[src/rtl/spi_hp_pkg.sv]
package spi_hp_pkg;
  typedef enum logic [2:0] {
    PH_IDLE  = 3'd0,
    PH_ADDR  = 3'd1,
    PH_WRITE = 3'd2,
    PH_READ  = 3'd3,
    PH_SKIP  = 3'd4
  } phase_e;
endpackage

[src/rtl/spi_hp_sync.sv]
// Multi-stage synchronizer for a bundle of asynchronous inputs.
module spi_hp_sync #(
  parameter int unsigned W = 3,
  parameter int unsigned STAGES = 2,
  parameter logic [W-1:0] RST_VAL = '0
) (
  input  logic         clk,
  input  logic         rst_n,
  input  logic [W-1:0] d_i,
  output logic [W-1:0] q_o
);
  logic [W-1:0] stg_q [STAGES];

  genvar s;
  generate
    for (s = 0; s < STAGES; s++) begin : g_stage
      logic [W-1:0] stg_in;
      if (s == 0) begin : g_first
        assign stg_in = d_i;
      end else begin : g_rest
        assign stg_in = stg_q[s-1];
      end
      always_ff @(posedge clk or negedge rst_n) begin
        if (!rst_n) stg_q[s] <= RST_VAL;
        else        stg_q[s] <= stg_in;
      end
    end
  endgenerate

  assign q_o = stg_q[STAGES-1];
endmodule

[src/rtl/spi_hp_edge.sv]
// Rise/fall pulse generator on a synchronized level.
module spi_hp_edge (
  input  logic clk,
  input  logic rst_n,
  input  logic lvl_i,
  output logic rise_o,
  output logic fall_o
);
  logic prev_q;

  always_ff @(posedge clk or negedge rst_n) begin
    if (!rst_n) prev_q <= 1'b0;
    else        prev_q <= lvl_i;
  end

  assign rise_o = lvl_i & ~prev_q;
  assign fall_o = ~lvl_i & prev_q;
endmodule

[src/rtl/spi_hp_ctrl.sv]
// Transaction sequencer: header decode, bit counting, shift registers.
module spi_hp_ctrl
  import spi_hp_pkg::*;
#(
  parameter int unsigned ADDR_W = 7,
  parameter int unsigned DATA_W = 8
) (
  input  logic              clk,
  input  logic              rst_n,
  input  logic              cs_act_i,
  input  logic              sclk_rise_i,
  input  logic              sclk_fall_i,
  input  logic              mosi_i,
  input  logic [ADDR_W-1:0] own_addr_i,
  input  logic              chk_en_i,
  input  logic [DATA_W-1:0] rd_data_i,
  input  logic              rd_valid_i,
  output logic              rd_pop_o,
  output logic              wr_push_o,
  output logic [DATA_W-1:0] wr_byte_o,
  output logic              miso_o,
  output logic              warn_rise_o,
  output logic              last_rise_o,
  output phase_e            phase_o,
  output logic [$clog2(DATA_W+1)-1:0] cnt_o
);
  localparam int unsigned CNT_W = $clog2(DATA_W + 1);
  localparam logic [CNT_W-1:0] CNT_FULL = CNT_W'(DATA_W);
  localparam logic [CNT_W-1:0] CNT_WARN = CNT_W'(DATA_W - 2);
  localparam logic [CNT_W-1:0] CNT_LAST = CNT_W'(DATA_W - 1);

  phase_e             phase_q, phase_n;
  logic [CNT_W-1:0]   cnt_q, cnt_n;
  logic [DATA_W-1:0]  rx_q, rx_n;
  logic [DATA_W-1:0]  tx_q, tx_n;
  logic               addr_ok;

  assign addr_ok = !chk_en_i || (rx_q[DATA_W-1 -: ADDR_W] == own_addr_i);

  always_comb begin
    phase_n   = phase_q;
    cnt_n     = cnt_q;
    rx_n      = rx_q;
    tx_n      = tx_q;
    rd_pop_o  = 1'b0;
    wr_push_o = 1'b0;
    if (!cs_act_i) begin
      phase_n = PH_IDLE;
      cnt_n   = '0;
      tx_n    = '0;
    end else if (phase_q == PH_IDLE) begin
      phase_n = PH_ADDR;
      cnt_n   = '0;
    end else begin
      if (sclk_rise_i && cnt_q != CNT_FULL) begin
        rx_n  = {rx_q[DATA_W-2:0], mosi_i};
        cnt_n = cnt_q + CNT_W'(1);
      end
      if (sclk_fall_i) begin
        if (cnt_q == CNT_FULL) begin
          cnt_n = '0;
          unique case (phase_q)
            PH_ADDR: begin
              if (!addr_ok)     phase_n = PH_SKIP;
              else if (rx_q[0]) phase_n = PH_READ;
              else              phase_n = PH_WRITE;
            end
            PH_WRITE: wr_push_o = 1'b1;
            default: ;
          endcase
          if ((phase_q == PH_ADDR && addr_ok && rx_q[0]) || phase_q == PH_READ) begin
            tx_n     = rd_valid_i ? rd_data_i : '0;
            rd_pop_o = rd_valid_i;
          end
        end else if (phase_q == PH_READ && cnt_q != '0) begin
          tx_n = {tx_q[DATA_W-2:0], 1'b0};
        end
      end
    end
  end

  always_ff @(posedge clk or negedge rst_n) begin
    if (!rst_n) begin
      phase_q <= PH_IDLE;
      cnt_q   <= '0;
      rx_q    <= '0;
      tx_q    <= '0;
    end else begin
      phase_q <= phase_n;
      cnt_q   <= cnt_n;
      rx_q    <= rx_n;
      tx_q    <= tx_n;
    end
  end

  assign wr_byte_o   = rx_q;
  assign miso_o      = tx_q[DATA_W-1];
  assign warn_rise_o = sclk_rise_i && phase_q == PH_READ && cnt_q == CNT_WARN;
  assign last_rise_o = sclk_rise_i && phase_q == PH_READ && cnt_q == CNT_LAST;
  assign phase_o     = phase_q;
  assign cnt_o       = cnt_q;
endmodule

[src/rtl/spi_hp_req.sv]
// Active-low read request with the late-byte hold window.
module spi_hp_req (
  input  logic clk,
  input  logic rst_n,
  input  logic cs_act_i,
  input  logic warn_rise_i,
  input  logic last_rise_i,
  input  logic rd_valid_i,
  output logic hold_o,
  output logic req_n_o
);
  logic hold_q, hold_n;
  logic req_q, req_n;

  always_comb begin
    hold_n = hold_q;
    if (!cs_act_i || last_rise_i)        hold_n = 1'b0;
    else if (warn_rise_i && !rd_valid_i) hold_n = 1'b1;
    req_n = hold_n | ~rd_valid_i;
  end

  always_ff @(posedge clk or negedge rst_n) begin
    if (!rst_n) begin
      hold_q <= 1'b0;
      req_q  <= 1'b1;
    end else begin
      hold_q <= hold_n;
      req_q  <= req_n;
    end
  end

  assign hold_o  = hold_q;
  assign req_n_o = req_q;
endmodule

[src/rtl/spi_host_port.sv]
module spi_host_port
  import spi_hp_pkg::*;
#(
  parameter int unsigned ADDR_W      = 7,
  parameter int unsigned DATA_W      = ADDR_W + 1,
  parameter int unsigned SYNC_STAGES = 2
) (
  input  logic              clk,
  input  logic              rst_n,
  input  logic              sclk_i,
  input  logic              cs_n_i,
  input  logic              mosi_i,
  output logic              miso_o,
  output logic              req_n_o,
  input  logic              cfg_we_i,
  input  logic [ADDR_W-1:0] cfg_addr_i,
  input  logic              cfg_chk_en_i,
  output logic [DATA_W-1:0] wr_data_o,
  output logic              wr_valid_o,
  input  logic              wr_ready_i,
  input  logic [DATA_W-1:0] rd_data_i,
  input  logic              rd_valid_i,
  output logic              rd_ready_o
);
  localparam int unsigned CNT_W = $clog2(DATA_W + 1);

  logic [2:0]        line_s;
  logic              cs_act, sclk_rise, sclk_fall;
  logic [ADDR_W-1:0] own_addr_q, own_addr_n;
  logic              chk_en_q, chk_en_n;
  logic              wr_push, req_hold, warn_rise, last_rise;
  logic [DATA_W-1:0] wr_byte, wr_data_q, wr_data_n;
  logic              wr_valid_q, wr_valid_n;
  phase_e            phase;
  logic [CNT_W-1:0]  bit_cnt;

  spi_hp_sync #(.W(3), .STAGES(SYNC_STAGES), .RST_VAL(3'b100)) u_sync (
    .clk(clk), .rst_n(rst_n),
    .d_i({cs_n_i, sclk_i, mosi_i}), .q_o(line_s)
  );

  assign cs_act = ~line_s[2];

  spi_hp_edge u_edge (
    .clk(clk), .rst_n(rst_n), .lvl_i(line_s[1]),
    .rise_o(sclk_rise), .fall_o(sclk_fall)
  );

  spi_hp_ctrl #(.ADDR_W(ADDR_W), .DATA_W(DATA_W)) u_ctrl (
    .clk(clk), .rst_n(rst_n), .cs_act_i(cs_act),
    .sclk_rise_i(sclk_rise), .sclk_fall_i(sclk_fall), .mosi_i(line_s[0]),
    .own_addr_i(own_addr_q), .chk_en_i(chk_en_q),
    .rd_data_i(rd_data_i), .rd_valid_i(rd_valid_i), .rd_pop_o(rd_ready_o),
    .wr_push_o(wr_push), .wr_byte_o(wr_byte), .miso_o(miso_o),
    .warn_rise_o(warn_rise), .last_rise_o(last_rise),
    .phase_o(phase), .cnt_o(bit_cnt)
  );

  spi_hp_req u_req (
    .clk(clk), .rst_n(rst_n), .cs_act_i(cs_act),
    .warn_rise_i(warn_rise), .last_rise_i(last_rise),
    .rd_valid_i(rd_valid_i), .hold_o(req_hold), .req_n_o(req_n_o)
  );

  // Configuration and inward write holding register
  always_comb begin
    own_addr_n = own_addr_q;
    chk_en_n   = chk_en_q;
    if (cfg_we_i) begin
      own_addr_n = cfg_addr_i;
      chk_en_n   = cfg_chk_en_i;
    end
    wr_data_n  = wr_data_q;
    wr_valid_n = wr_valid_q;
    if (wr_push) begin
      wr_data_n  = wr_byte;
      wr_valid_n = 1'b1;
    end else if (wr_ready_i) begin
      wr_valid_n = 1'b0;
    end
  end

  always_ff @(posedge clk or negedge rst_n) begin
    if (!rst_n) begin
      own_addr_q <= '0;
      chk_en_q   <= 1'b1;
      wr_data_q  <= '0;
      wr_valid_q <= 1'b0;
    end else begin
      own_addr_q <= own_addr_n;
      chk_en_q   <= chk_en_n;
      wr_data_q  <= wr_data_n;
      wr_valid_q <= wr_valid_n;
    end
  end

  assign wr_data_o  = wr_data_q;
  assign wr_valid_o = wr_valid_q;
endmodule

[config.mk]
export PLATFORM = sky130hd
export DESIGN_NAME = spi_host_port
export DESIGN_NICKNAME = d
export VERILOG_FILES = /design/src/rtl/spi_hp_pkg.sv /design/src/rtl/spi_hp_sync.sv /design/src/rtl/spi_hp_edge.sv /design/src/rtl/spi_hp_ctrl.sv /design/src/rtl/spi_hp_req.sv /design/src/rtl/spi_host_port.sv
export SDC_FILE = /design/constraint.sdc
export NUM_CORES = 1
export LEC_CHECK = 0
export BUFFER_PORTS_ARGS = -buffer_cell sky130_fd_sc_hd__buf_2
export CORE_ASPECT_RATIO = 1.5
export CORE_MARGIN = 2
export CORE_UTILIZATION = 46
export DETAILED_ROUTE_END_ITERATION = 12
export MAX_ROUTING_LAYER = met4
export PLACE_DENSITY = 0.7
export SLEW_MARGIN = 20
export SYNTH_ARGS = -nofsm -noshare
export SYNTH_HDL_FRONTEND = slang
export SYNTH_HIERARCHICAL = 1
export SYNTH_SLANG_ARGS = --single-unit
export TNS_END_PERCENT = 10
[constraint.sdc]
create_clock -name clk -period 1.94 [get_ports clk]
set_input_delay 0.194 -clock clk [delete_from_list [all_inputs] [get_ports clk]]
set_output_delay 0.194 -clock clk [all_outputs]
set_load 0.01 [all_outputs]
==> impl_metrics.ini, run 1 <==
[global_route]
antenna_found_initial = 0
grt_pass1_vias = 1698
grt_max_degree = 50
grt_usage_pct = 18.6
gr-total-overflow = 0
grt_pass1_wl_mm = 7.69

[drt]
vias = 1680
viasPerCell = 5.14
dr.pass1.iters = 4
route.detailed.drc = 0
drtIter0Drc = 81
wl_per_cell_um = 14.8
wl_mm = 4.83
ant_nets = 0

[final_layout]
diodes = 0
layout_common_cells = dfrtp_1, buf_2, buf_4, nand2_1, mux2_4
final_common_cell = dfrtp_1
finalNonFillerCells = 327
fin_nets = 287
layout-drive-gt1-share_pct = 44.8
area_growth_pct = 29.5

[timing]
finalSetupViolations = 2
setup_ws_ps = -10.5
finalCriticalPeriod_ps = 1950
skew_ps = 7.73
rsz0062_at_grt = yes
hold_viol = 9
fin_crit_sh_pct = 101
fmaxAchievable_mhz = 513
hold_ws_ps = -10.5
worst_pin_slew_ps = 615
slew_headroom_pct = 59.0
slew_viol_final = 0

[logic_synthesis]
avgSynthCellArea_um2 = 11.8
syn_area_um2 = 2260
async_flop_share_pct = 100
ys_seq_area_share_pct = 54.5
synth.area.top_cells = dfrtp_1, mux2_4, dfstp_2, mux2_2, xnor2_1
syn-num-nets = 219
synth_top_family_by_area = multiplexers
synth_top_area_share_pct = 49.8
synth_cells = 192
ys_seq_elements = 49
synth.distinct_cells = 38
synthMuxAreaShare_pct = 14.1
synth_flop_cell = dfrtp_1
synth-compound-area-share_pct = 9.75
yosys.area.top_type = dfrtp_1
synth_fa_ha_area_share_pct = 1.66
synthSimpleGateAreaFrac_pct = 12.6
synthXorXnorAreaFrac_pct = 3.88
synth_edf_count = 0
synth_warnings = 6

[clock_tree]
clk_path_buf_depth = 2
cts_tree = yes
cts.sinks = 49
root_buffer = clkbuf_8
cts_max_level = 2
clk_pin_slew_ps = 90
numCtsBuffers = 5
clock_latency_ps = 290

[floorplanning]
io_pins = 36
die_w_um = 61.2
die_h_um = 89.8
die-area_um2 = 5500
start_util_pct = 47.4
core_area_um2 = 4770
rows = 31

[worst_setup_path]
crit_fanout = 3
cp.arrival_ps = 1760
worst_ep_required_time_ps = 1750
worst_setup_path_end_kind = primary output
crit-reg2reg-launch = u_ctrl/wr_byte_o[6]$_DFFE_PN0P_
timing.rr.end = u_ctrl/tx_q[6]$_DFFE_PN0P_
path_class = reg2out
worstSetupStartpointType = flop
regToRegSetupSlack_ps = -10
reg2regPathDepth = 6

[status]
outcome = finished, violations left
violations = negative hold slack, negative setup slack

[power_and_ir_drop]
ir_drop_mv = 0.608
pwr_density_cell_nw_per_um2 = 744
leakage_nw = 1.36

[placement]
dp_cells = 306
hpwl_mm = 3.25
gp_congestion = 0.822
portBuffers = 35

[run]
drv_cap = 0

[min_path]
worstHoldPathType = in2async
==> area by class of cell <==
type / instances / area (µm²)
timing repair buffer: 68 / 448
fill: 413 / 1850
tap: 66 / 82.6
multi-input combinational: 126 / 1040
sequential: 49 / 1230
clock buffer: 5 / 68.8
inverter: 10 / 37.5
clock inverter: 3 / 17.5
==> Yosys cell counts (2+ instances only) <==
cell type / count
dfstp_2: 4
clkbuf_1: 4
nor2b_1: 2
mux2_2: 7
nand4b_1: 2
xor2_1: 2
nand2_1: 17
dfrtp_1: 45
a21oi_1: 12
nor2_1: 15
nand3_1: 3
buf_6: 2
nor4_1: 2
o21ai_0: 4
inv_1: 9
mux2_4: 16
ha_1: 3
nand4_1: 2
a2111oi_0: 7
nor3_1: 9
xnor2_1: 8
==> how the worst max path moves through the flow <==
stage,from,endpoint
after global placement,u_ctrl/cnt_o[0]$_DFF_PN0_,wr_data_o[4]$_DFFE_PN0P_
after CTS,own_addr_q[4]$_DFFE_PN0P_,u_ctrl/tx_q[0]$_DFFE_PN0P_
after detailed placement,own_addr_q[5]$_DFFE_PN0P_,u_ctrl/tx_q[6]$_DFFE_PN0P_
after global routing,u_ctrl/wr_byte_o[1]$_DFFE_PN0P_,u_ctrl/tx_q[6]$_DFFE_PN0P_
final,u_ctrl/wr_byte_o[6]$_DFFE_PN0P_,rd_ready_o
after floorplan,u_ctrl/cnt_o[0]$_DFF_PN0_,u_ctrl/tx_q[1]$_DFFE_PN0P_
==> metrics by stage <==
stage          instance area, µm²  power, mW  TNS [ps]  worst slack (ps)  util [%]
6_report                     2930       2.18     -17.2             -10.5      61.3
5_1_grt                      2930       2.29      -936              -152      61.3
4_1_cts                      2770       2.17     -1090              -107      58.1
3_5_place_dp                 2630       1.57      -360             -51.4      55.2
3_3_place_gp                 2630       1.56         0              26.7      55.2
2_1_floorplan                2260       1.38         0               141         -
==> sequential cells by signal, summed over array words and instances (netlist names), 3 cells and up <==
register               flops
own_addr_q                 7
u_ctrl/cnt_o               4
u_ctrl/phase_o             3
u_ctrl/tx_q                8
u_ctrl/wr_byte_o           8
u_sync/g_stage.stg_in      3
u_sync/q_o                 3
wr_data_o                  8
==> worst max-delay path, cell delays in order (launching register included) <==
cell and delay (ps):
dfrtp_1 400, xnor2_1 160, nand2_1 90, o41a_1 480, buf_6 160, nor2_4 90, buf_6 100
==> power breakdown <==
part | internal, mW | leakage (nW) | switching [mW] | total (mW)
clock | 0.249 | 0.0439 | 0.324 | 0.573
sequential | 1.10 | 0.634 | 0.0599 | 1.16
combinational | 0.244 | 0.679 | 0.200 | 0.444
==> metal layers <==
layer / vias up / part of all wire (%) / GRT usage, %
met5: - / 0 / -
met4: 0 / 0.87 / 4.17
met3: 4 / 3.4 / 3.74
met2: 40 / 55 / 29.6
met1: 830 / 40 / 24.3
li1: 806 / - / -
==> cells by family (layout without fill, tap and decap cells) <==
kind of cell               count (synthesis)  in the layout
and+or+nand+nor                           58             58
xor gates and xnor gates                  10             10
DFF                                       49             49
AOI/OAI and AO/OA                         32             32
adders and majority gates                  3              3
muxes                                     23             23
buffers and inverters                     17             86
==> timing repair <==
action,in CTS,in global routing
hold buffers,2,1
setup endpoints to repair,11,17
gates resized for setup,1,24
buffers inserted,4,6
pin swaps,1,12
hold endpoints to repair,2,1
cloned,0,0
(Power assumes the default switching activity.)
==> run 2, diff against run 1 <==
--- a/config.mk
+++ b/config.mk
@@ -5,13 +5,14 @@
 export SDC_FILE = /design/constraint.sdc
 export NUM_CORES = 1
 export LEC_CHECK = 0
+export ABC_AREA = 1
 export BUFFER_PORTS_ARGS = -buffer_cell sky130_fd_sc_hd__buf_2
 export CORE_ASPECT_RATIO = 1.5
 export CORE_MARGIN = 2
 export CORE_UTILIZATION = 46
 export DETAILED_ROUTE_END_ITERATION = 12
 export MAX_ROUTING_LAYER = met4
-export PLACE_DENSITY = 0.7
+export PLACE_DENSITY = 0.69
 export SLEW_MARGIN = 20
 export SYNTH_ARGS = -nofsm -noshare
 export SYNTH_HDL_FRONTEND = slang
==> run 2 against run 1 <==
Effect of this change: area after synthesis increased by 3.4%; clock skew barely moved; highest routed layer unchanged; global-route usage down 1.4 points; register-to-register slack better by 180 ps; sequential cell count stayed put; final area shrank 5.2%; first-iteration DRC count decreased by 22%; the flow now finishes without violations; hold slack improved by 86 ps.
==> impl_metrics.ini, run 2 <==
[status]
outcome = completed

[timing]
setup_ws_ps = 56.5
hold_viol = 0
hold_ws_ps = 75.3
slew_viol_final = 0
rsz0062_at_grt = yes
finalCriticalPeriod_ps = 1880
worst_pin_slew_ps = 560
finalSetupViolations = 0
fmaxAchievable_mhz = 531
slew_headroom_pct = 62.6
skew_ps = 8.05
fin_crit_sh_pct = 97.1

[clock_tree]
cts.sinks = 49
cts_tree = yes
root_buffer = clkbuf_8
cts_max_level = 2
clk_pin_slew_ps = 90
clk_path_buf_depth = 2
numCtsBuffers = 5
clock_latency_ps = 300

[final_layout]
fin_util_pct = 57.2
area_growth_pct = 18.7
regArea_um2 = 1230
design_area_um2 = 2770
diodes = 0
final_common_cell = nand2_1
fin_nets = 353
num-fill-cells = 463
multi_input_area_um2 = 956
layout-drive-gt1-share_pct = 26.0
layout_common_cells = nand2_1, dfrtp_1, buf_2, inv_1, nor2_1
finalNonFillerCells = 393

[logic_synthesis]
async_flop_share_pct = 100
synth.distinct_cells = 32
syn-num-nets = 306
synth_warnings = 6
synth_top_area_share_pct = 48.2
synth_flop_cell = dfrtp_1
synth_commonest_cells = nand2_1, dfrtp_1, inv_1, nor2_1
ys_seq_area_share_pct = 52.7
syn_area_um2 = 2340
avgSynthCellArea_um2 = 8.37
yosysMostFrequentCell = nand2_1
synth_edf_count = 0
yosys.area.top_type = dfrtp_1
ys_seq_elements = 49
synth_cells = 279
synth.area.top_cells = dfrtp_1, nand2_1, dfstp_2, inv_1, nor2_1

[global_route]
grt_pass1_wl_mm = 7.68
grt_pass1_vias = 1771
gr-total-overflow = 0
grt_max_degree = 26
antenna_found_initial = 0
grt_usage_pct = 17.2

[worst_setup_path]
worst_ep_required_time_ps = 1750
crit_chain = inv_1, nand2_1, nand2_1, nand2_2, nor2_2, nand2_1, nand2_2, nand2_2, nand2_2, nand2_4, nor3_2, buf_2
crit_top_cell = nand2_2
worst_setup_path_end_kind = primary output
worstSetupStartpointType = flop
path_class = reg2out
crit_fanout = 3
slowest_stage = dfrtp_1
cp.arrival_ps = 1690
crit_path_max_incr_delay_ps = 410

[placement]
hpwl_mm = 3.23
post-place-ws_ps = 112
gp_congestion = 0.749
portBuffers = 35
dp_cells = 379
dpl_cell_area_um2 = 2590

[min_path]
worstHoldPathType = in2reg

[drt]
viasPerCell = 4.63
wl_per_cell_um = 11.1
vias = 1818
wl_mm = 4.35
dr.pass1.iters = 4
ant_nets = 0
route.detailed.drc = 0
drtIter0Drc = 63

[floorplanning]
rows = 31
start_util_pct = 48.2
die_h_um = 91.3
die-area_um2 = 5680
die_w_um = 62.2
io_pins = 36
core_area_um2 = 4850

[power_and_ir_drop]
pwr_density_cell_nw_per_um2 = 897
leakage_nw = 1.53
ir_drop_mv = 0.434

[run]
drv_cap = 0
[run 2: path summary, 6_finish.rpt]
check | from | endpoint | slack, ps | cells past startpoint
hold reg to reg | u_sync/g_stage[1].stg_in[0]$_DFF_PN0_ | u_sync/q_o[0]$_DFF_PN0_ | 350 | 0
max in group asynchronous | rst_n | u_ctrl/wr_byte_o[2]$_DFFE_PN0P_ | 1010 | 3
setup reg to reg | u_ctrl/cnt_o[1]$_DFF_PN0_ | wr_data_o[2]$_DFFE_PN0P_ | 170 | 10
min in group asynchronous | rst_n | u_req/hold_o$_DFF_PN0_ | 410 | 2
setup / recovery | u_ctrl/wr_byte_o[5]$_DFFE_PN0P_ | rd_ready_o | 60 | 12
hold / removal | cfg_chk_en_i | chk_en_q$_DFFE_PN1P_ | 80 | 3
[run 2: metal layers]
| metal | wire (µm) | share of wire, % | track usage (%) | up-vias |
|---|---|---|---|---|
| met3 | 161 | 3.7 | 3.59 | 11 |
| li1 | - | - | - | 955 |
| met5 | 0 | 0 | - | - |
| met1 | 1790 | 41 | 19.1 | 815 |
| met2 | 2290 | 53 | 30.2 | 37 |
| met4 | 98 | 2.3 | 6.85 | 0 |
[run 2: repair_timing]
| item | in CTS | in global routing |
|---|---|---|
| hold buffers | 4 | 0 |
| endpoints found under the setup margin | 0 | 9 |
| gates resized for setup | 0 | 6 |
| hold endpoints to repair | 23 | 0 |
| buffers inserted | 0 | 2 |
[run 2: final cells by class]
class,instances,share of cell area (%)
Clock inverter,2,1.40
Timing Repair Buffer,46,10.1
Tap cell,66,2.98
Inverter,30,4.06
Clock buffer,6,2.62
Multi-Input combinational cell,194,34.5
Sequential cell,49,44.4
[run 2: metrics by stage]
step,setup TNS (ps),power [mW]
finish,0,2.49
global route,-118,2.65
CTS,0,2.49
detailed placement,0,1.74
global placement,0,1.73
floorplan,0,1.60
[run 2: where the power goes]
| part | total (mW) | leakage [nW] | internal, mW | switching (mW) |
|---|---|---|---|---|
| logic | 0.492 | 0.840 | 0.195 | 0.297 |
| registers | 1.27 | 0.634 | 1.14 | 0.126 |
| clock network | 0.726 | 0.0554 | 0.387 | 0.339 |
[run 2: cell families (layout without fill, tap and decap cells)]
kind of cell	after synthesis	count (layout)	synth area share [%]
and+or+nand+nor	159	159	30.3
DFF	49	49	52.7
buffers and inverters	36	84	7.28
AOI/OAI and AO/OA	27	27	6.05
adders and majority gates	3	3	1.61
xor gates and xnor gates	3	3	1.13
muxes	2	2	0.964
[run 2: worst max-delay path, delay by kind of cell (launching register included)]
kind | cells | cell delay, ps
buf+inv | 2 | 240
flops | 1 | 410
simple gates | 10 | 730
